==> src/rtl/merge_wbuf_pkg.sv <==
package merge_wbuf_pkg;

  // Circular slot pointer advance for any slot count.
  function automatic int unsigned wrap_inc(input int unsigned p, input int unsigned n);
    return (p + 1 == n) ? 0 : p + 1;
  endfunction

endpackage

==> src/rtl/merge_wbuf_cam.sv <==
module merge_wbuf_cam #(
  parameter int unsigned N     = 4,
  parameter int unsigned TAG_W = 30,
  localparam int unsigned IDX_W = (N > 1) ? $clog2(N) : 1
) (
  input  logic [N-1:0]     elig,
  input  logic [TAG_W-1:0] tags [N],
  input  logic [TAG_W-1:0] key,
  output logic [N-1:0]     hit_vec,
  output logic             hit_any,
  output logic [IDX_W-1:0] hit_idx
);

  for (genvar i = 0; i < N; i++) begin : g_cmp
    assign hit_vec[i] = elig[i] && (tags[i] == key);
  end

  assign hit_any = |hit_vec;

  // Slots hold distinct lines, so at most one bit is set: OR of indices.
  always_comb begin
    hit_idx = '0;
    for (int i = 0; i < N; i++) begin
      if (hit_vec[i]) hit_idx = hit_idx | IDX_W'(i);
    end
  end

endmodule

==> src/rtl/merge_wbuf_ram.sv <==
module merge_wbuf_ram #(
  parameter int unsigned DEPTH = 4,
  parameter int unsigned WIDTH = 256,
  localparam int unsigned NBYTE = WIDTH / 8,
  localparam int unsigned AW    = (DEPTH > 1) ? $clog2(DEPTH) : 1
) (
  input  logic             clk,
  input  logic             we,
  input  logic [AW-1:0]    waddr,
  input  logic [NBYTE-1:0] wbe,
  input  logic [WIDTH-1:0] wdata,
  input  logic             re,
  input  logic [AW-1:0]    raddr,
  output logic [WIDTH-1:0] rdata
);

  logic [WIDTH-1:0] mem [DEPTH];

  // Byte-lane write enables, registered read port.
  for (genvar b = 0; b < NBYTE; b++) begin : g_lane
    always_ff @(posedge clk) begin
      if (we && wbe[b]) mem[waddr][b*8 +: 8] <= wdata[b*8 +: 8];
    end
  end

  always_ff @(posedge clk) begin
    if (re) rdata <= mem[raddr];
  end

endmodule

==> src/rtl/merge_wbuf.sv <==
module merge_wbuf #(
  parameter int unsigned ENTRIES = 4,
  parameter int unsigned WORDS   = 4,
  parameter int unsigned DATA_W  = 64,
  parameter int unsigned ADDR_W  = 32,
  localparam int unsigned BYTES     = DATA_W / 8,
  localparam int unsigned LBYTES    = WORDS * BYTES,
  localparam int unsigned LINE_BITS = WORDS * DATA_W,
  localparam int unsigned WOFF_W    = $clog2(WORDS),
  localparam int unsigned LINE_W    = ADDR_W - WOFF_W,
  localparam int unsigned IDX_W     = (ENTRIES > 1) ? $clog2(ENTRIES) : 1,
  localparam int unsigned CNT_W     = $clog2(ENTRIES + 1)
) (
  input  logic                 clk,
  input  logic                 rst,
  input  logic                 st_valid,
  output logic                 st_ready,
  input  logic [ADDR_W-1:0]    st_addr,
  input  logic [DATA_W-1:0]    st_data,
  input  logic [BYTES-1:0]     st_be,
  output logic                 dr_valid,
  input  logic                 dr_ready,
  output logic [LINE_W-1:0]    dr_addr,
  output logic [LINE_BITS-1:0] dr_data,
  output logic [WORDS-1:0]     dr_wmask,
  output logic [LBYTES-1:0]    dr_bmask
);
  import merge_wbuf_pkg::*;

  // Slot state
  logic [ENTRIES-1:0] valid_q;
  logic [LINE_W-1:0]  tag_q [ENTRIES];
  logic [LBYTES-1:0]  bm_q  [ENTRIES];
  logic [IDX_W-1:0]   head_q, tail_q;
  logic [CNT_W-1:0]   count_q;

  // Drain output registers
  logic              dr_valid_q;
  logic [LINE_W-1:0] dr_addr_q;
  logic [LBYTES-1:0] dr_bm_q;
  logic [WORDS-1:0]  dr_wm_q;

  // Store path decode
  logic [WOFF_W-1:0]    wsel;
  logic [LINE_W-1:0]    sline;
  logic [LBYTES-1:0]    line_be;
  logic [LINE_BITS-1:0] line_data;

  assign wsel      = st_addr[WOFF_W-1:0];
  assign sline     = st_addr[ADDR_W-1:WOFF_W];
  assign line_be   = LBYTES'(st_be) << (wsel * BYTES);
  assign line_data = {WORDS{st_data}};

  // Oldest slot is draining and excluded from matching.
  logic [ENTRIES-1:0] elig, hit_vec;
  logic               hit_any;
  logic [IDX_W-1:0]   hit_idx;

  always_comb begin
    for (int i = 0; i < ENTRIES; i++) begin
      elig[i] = valid_q[i] && (IDX_W'(i) != head_q);
    end
  end

  merge_wbuf_cam #(.N(ENTRIES), .TAG_W(LINE_W)) u_cam (
    .elig    (elig),
    .tags    (tag_q),
    .key     (sline),
    .hit_vec (hit_vec),
    .hit_any (hit_any),
    .hit_idx (hit_idx)
  );

  logic accept, alloc, load, fire;
  logic [IDX_W-1:0] widx;

  assign st_ready = hit_any || (count_q != CNT_W'(ENTRIES));
  assign accept   = st_valid && st_ready;
  assign alloc    = accept && !hit_any;
  assign widx     = hit_any ? hit_idx : tail_q;
  assign load     = !dr_valid_q && valid_q[head_q];
  assign fire     = dr_valid_q && dr_ready;

  logic [LINE_BITS-1:0] rd_data;

  merge_wbuf_ram #(.DEPTH(ENTRIES), .WIDTH(LINE_BITS)) u_ram (
    .clk   (clk),
    .we    (accept),
    .waddr (widx),
    .wbe   (line_be),
    .wdata (line_data),
    .re    (load),
    .raddr (head_q),
    .rdata (rd_data)
  );

  logic [WORDS-1:0] head_wmask;
  always_comb begin
    for (int w = 0; w < WORDS; w++) begin
      head_wmask[w] = |bm_q[head_q][w*BYTES +: BYTES];
    end
  end

  always_ff @(posedge clk) begin
    if (rst) begin
      valid_q    <= '0;
      head_q     <= '0;
      tail_q     <= '0;
      count_q    <= '0;
      dr_valid_q <= 1'b0;
      dr_addr_q  <= '0;
      dr_bm_q    <= '0;
      dr_wm_q    <= '0;
      for (int i = 0; i < ENTRIES; i++) begin
        tag_q[i] <= '0;
        bm_q[i]  <= '0;
      end
    end else begin
      if (accept) begin
        if (hit_any) begin
          bm_q[hit_idx] <= bm_q[hit_idx] | line_be;
        end else begin
          tag_q[tail_q]   <= sline;
          bm_q[tail_q]    <= line_be;
          valid_q[tail_q] <= 1'b1;
          tail_q          <= IDX_W'(wrap_inc(tail_q, ENTRIES));
        end
      end
      if (fire) begin
        valid_q[head_q] <= 1'b0;
        head_q          <= IDX_W'(wrap_inc(head_q, ENTRIES));
        dr_valid_q      <= 1'b0;
      end
      if (load) begin
        dr_valid_q <= 1'b1;
        dr_addr_q  <= tag_q[head_q];
        dr_bm_q    <= bm_q[head_q];
        dr_wm_q    <= head_wmask;
      end
      count_q <= count_q + CNT_W'(alloc) - CNT_W'(fire);
    end
  end

  logic [LINE_BITS-1:0] bit_mask;
  always_comb begin
    for (int b = 0; b < LBYTES; b++) bit_mask[b*8 +: 8] = {8{dr_bm_q[b]}};
  end

  assign dr_valid = dr_valid_q;
  assign dr_addr  = dr_addr_q;
  assign dr_bmask = dr_bm_q;
  assign dr_wmask = dr_wm_q;
  assign dr_data  = rd_data & bit_mask;

  // Input assumption: every store writes at least one byte
  assert_be_nonzero_R2: assert property (@(posedge clk) disable iff (rst)
    st_valid |-> (st_be != '0));

  // A line lives in at most one mergeable slot
  assert_one_hit_R3: assert property (@(posedge clk) disable iff (rst)
    $onehot0(hit_vec));

  // Occupancy never exceeds the slot count
  assert_no_overflow_R5: assert property (@(posedge clk) disable iff (rst)
    count_q <= CNT_W'(ENTRIES));

  // Every transfer names at least one written word
  assert_wmask_nonzero_R7: assert property (@(posedge clk) disable iff (rst)
    dr_valid |-> (dr_wmask != '0));

  // Pending transfer holds its content
  assert_drain_hold_R9: assert property (@(posedge clk) disable iff (rst)
    (dr_valid && !dr_ready) |=> (dr_valid && $stable(dr_addr) &&
                                 $stable(dr_bmask) && $stable(dr_data)));

  // Handshake frees the output for at least a cycle
  assert_drain_gap_R10: assert property (@(posedge clk) disable iff (rst)
    (dr_valid && dr_ready) |=> !dr_valid);

endmodule

==> config.mk <==
export PLATFORM = sky130hd
export DESIGN_NAME = merge_wbuf
export DESIGN_NICKNAME = d
export VERILOG_FILES = /design/src/rtl/merge_wbuf_pkg.sv /design/src/rtl/merge_wbuf_cam.sv /design/src/rtl/merge_wbuf_ram.sv /design/src/rtl/merge_wbuf.sv
export SDC_FILE = /design/constraint.sdc
export NUM_CORES = 2
export LEC_CHECK = 0
export ABC_AREA = 1
export BUFFER_PORTS_ARGS = -buffer_cell sky130_fd_sc_hd__buf_2
export CORE_MARGIN = 8
export CORE_UTILIZATION = 60
export DETAILED_ROUTE_END_ITERATION = 10
export GPL_ROUTABILITY_DRIVEN = 1
export PLACE_DENSITY_LB_ADDON = 0.08
export SLEW_MARGIN = 5
export SYNTH_ARGS = -nofsm -noshare
export SYNTH_HDL_FRONTEND = slang
export SYNTH_SLANG_ARGS = --single-unit
export TNS_END_PERCENT = 1
==> constraint.sdc <==
create_clock -name clk -period 10.7 [get_ports clk]
set_input_delay 0.535 -clock clk [delete_from_list [all_inputs] [get_ports clk]]
set_output_delay 0.535 -clock clk [all_outputs]
set_load 0.03 [all_outputs]
==> impl_metrics.csv <==
group,metric,value,unit
global_routing,grt-ovfl-total,0,
die,die-area,119000,um^2
min_path,min_from,"st_addr[15]",
drt,vias,44782,
drt,detail_route.wl_per_cell,23.9,um
layout,n_fill_cell,7989,
timing,fmax,180,MHz
layout,final_core_util,67.9,%
clocking,path_clk_slew,0.06,ns
placement,dpl-instance-area,67600,um^2
min_path,hp-class,"input port to flop",
setup_path,path_max_fanout,95,
placement,dpl.hpwl,114000,um
global_routing,grt_max_degree,257,
die,rows,120,
timing,fin_crit_sh,51.9,%
drt,drc,0,
flow_run,max_cap_violations,0,
placement,port_buffers,431,
timing,whs,0.182,ns
timing,post-route-min-period,5.56,ns
clocking,cts_root_buffer,"clkbuf_16",
synth,synth.cells.most_frequent,"edfxtp_1, nor2_1, o21ai_0, nand2_1, inv_1",
timing,tightest_slew,1.47,ns
global_routing,grt_pass1_wl,268000,um
power,clkPwrFrac,34.9,%
clocking,postCtsSetupBuffers,0,
power,p_leak,28.1,nW
synth,synth.yosys.seq_area_share,71.2,%
synth,postSynthNetCount,5886,
power,p_comb_share,16.1,%
synth,synthFlopType,"edfxtp_1",
timing,hold_viol_final,0,
synth,synthTopCellsByArea,"edfxtp_1, o21ai_0, dfxtp_1",
power,internal_power,0.0112,W
layout,drive_gt1_share,12.2,%
layout,final_cell_area,72800,um^2
synth,synth_top_cell_area_share,65.1,%
timing,setup_viol,0,
clocking,cts_hold_buf,0,
setup_path,cp.required,11.08,ns
die,start_util,60.6,%
synth,syn_area,65000,um^2
timing,finalMaxSlewViolations,0,
global_routing,grt_pass1_vias,42809,
clocking,cts.sinks,1608,
synth,ys_ff_latch,1608,
power,p_seq_share,49.0,%
synth,yosysWarnings,0,
layout,fin_nets,6124,
drt,wirelength,181000,um
synth,async_flop_share,0,%
clocking,htree_levels,4,
die,io-pin-count,432,
drt,vias_per_cell,5.94,
outcome,outcome,"complete, no violations",
placement,place_congestion,0.906,
global_routing,track_usage,29.3,%
setup_path,worstSetupStartpoint,"head_q[1]",
power,swShare,29.4,%
die,die_x,345,um
setup_path,worstPathArrival,5.93,ns
synth,synth_most_common_cell,"edfxtp_1",
synth,syn_inst,5765,
clocking,cts_buffer_depth,3,
timing,slew-limit-headroom,1.74,%
power,vdd_drop_max,0.180,mV
die,die_h,345,um
drt,ant_nets,0,
power,power_density,218,nW/um^2
synth,synth_cell_types,41,
clocking,clkLatencyLatePin,0.76,ns
drt,first_iter_violations,5824,
synth,synth-edff-count,1408,
layout,area_growth,12.0,%
clocking,post_cts_resized,0,
clocking,cts_tree,"built",
timing,rsz0062_at_grt,"no",
power,netSwitchingPower,0.00467,W
layout,multi_input_area,15100,um^2
setup_path,crit_path_start_kind,"flop",
die,core,107000,um^2
global_routing,antenna_found_initial,10,
setup_path,rr_startpoint,"head_q[1]",
clocking,cts_buffers,160,
timing,clock_skew,0.0214,ns
timing,tns,0,ns
synth,syn_area_per_cell,11.3,um^2
layout,register_area,46300,um^2
setup_path,end_kind,"flop",
drt,drt_pass1_iterations,7,
setup_path,path_class,"flop to flop",
power,totalPowerFinal,0.0159,W
synth,synth_top_area_cell,"edfxtp_1",
final cells by class:
| cell class | instances | share of cell area (%) |
|---|---|---|
| flip-flops and latches | 1608 | 63.6 |
| multi-input cells | 3234 | 20.7 |
| clock inverters | 86 | 1.17 |
| repair buffers | 458 | 3.29 |
| diodes | 5 | 0.0172 |
| inverters | 541 | 2.82 |
| well taps | 1403 | 2.41 |
| clock buffers | 210 | 5.94 |
path summary, 6_finish.rpt:
check                                   endpoint  slack, ns  depth (start not counted)
worst max-delay path            u_ram.mem[3][15]       5.14                         16
worst min register to register         tag_q[22]       0.47                          2
worst min-delay path                   tag_q[73]       0.18                          3
worst max register to register  u_ram.mem[3][15]       5.14                         16
kinds of logic (layout without fill, tap and decap cells):
group	Yosys count	after routing	synth area share, %
compound gates	1396	1396	11.5
fa+ha+maj	13	13	0.262
flops	1608	1608	71.2
xor+xnor	41	41	0.553
simple gates	1784	1784	10.9
buf+inv	923	1295	5.58
other cells	0	5	0
power groups by stage:
stage	Sequential [W]	Clock, W	Combinational (W)
floorplan	0.00792	0	0.00158
global placement	0.00792	0	0.00253
detailed placement	0.00792	0	0.00256
CTS	0.00780	0.00559	0.00257
global route	0.00784	0.00583	0.00278
finish	0.00779	0.00554	0.00256
metrics by stage:
step,setup slack (ns),instances
2_1_floorplan,1.49,5765
3_3_place_gp,5.33,7244
3_5_place_dp,5.23,7244
4_1_cts,5.20,7540
5_1_grt,4.84,7543
6_report,5.14,7545
layer usage:
metal	routed length (um)	up-vias	track usage (%)
met5	55	-	0
met4	7320	8	11.7
met3	16800	364	5.95
met2	83700	2413	46.1
met1	72700	21564	40.3
li1	-	20433	-
state kept, by name, summed over array words and instances (netlist names), 3 cells and up, named ones only:
name	flops
dr_addr	30
u_ram.rdata	256
bm_q	128
valid_q	4
u_ram.mem	1024
dr_wmask	4
dr_bmask	32
count_q	3
tag_q	120
layout by cell type, fill, tap and decap left out, types with 6 or more instances in the layout:
cell,count
clkbuf_16,162
inv_2,15
or2_1,21
o22ai_1,269
nor2_1,833
clkinv_1,28
buf_4,24
inv_6,9
bufinv_16,14
ha_1,12
xnor2_1,37
edfxtp_1,1408
or2_2,11
nand2_2,6
nand3_1,104
a31oi_1,36
o21ai_0,814
inv_1,519
a32o_1,6
clkbuf_1,39
nand2_1,764
clkinv_2,29
nand4_1,21
dfxtp_1,197
buf_2,431
nand2_4,9
clkbuf_8,9
a21oi_1,258
critical path, stage by stage, from the launching register on:
cell	delay, ns
dfxtp_4	0.65
inv_8	0.31
ha_1	0.29
inv_1	0.07
nand2_1	0.05
nor2_1	0.09
nand2_1	0.06
nor2_1	0.09
nand2_1	0.09
nor2_4	0.16
nand2_4	0.28
nand2_2	0.13
buf_4	0.53
inv_2	0.53
nand2_1	0.36
nand2_4	0.58
nor2_1	0.81
No activity file was read; power rests on OpenSTA's default activity.
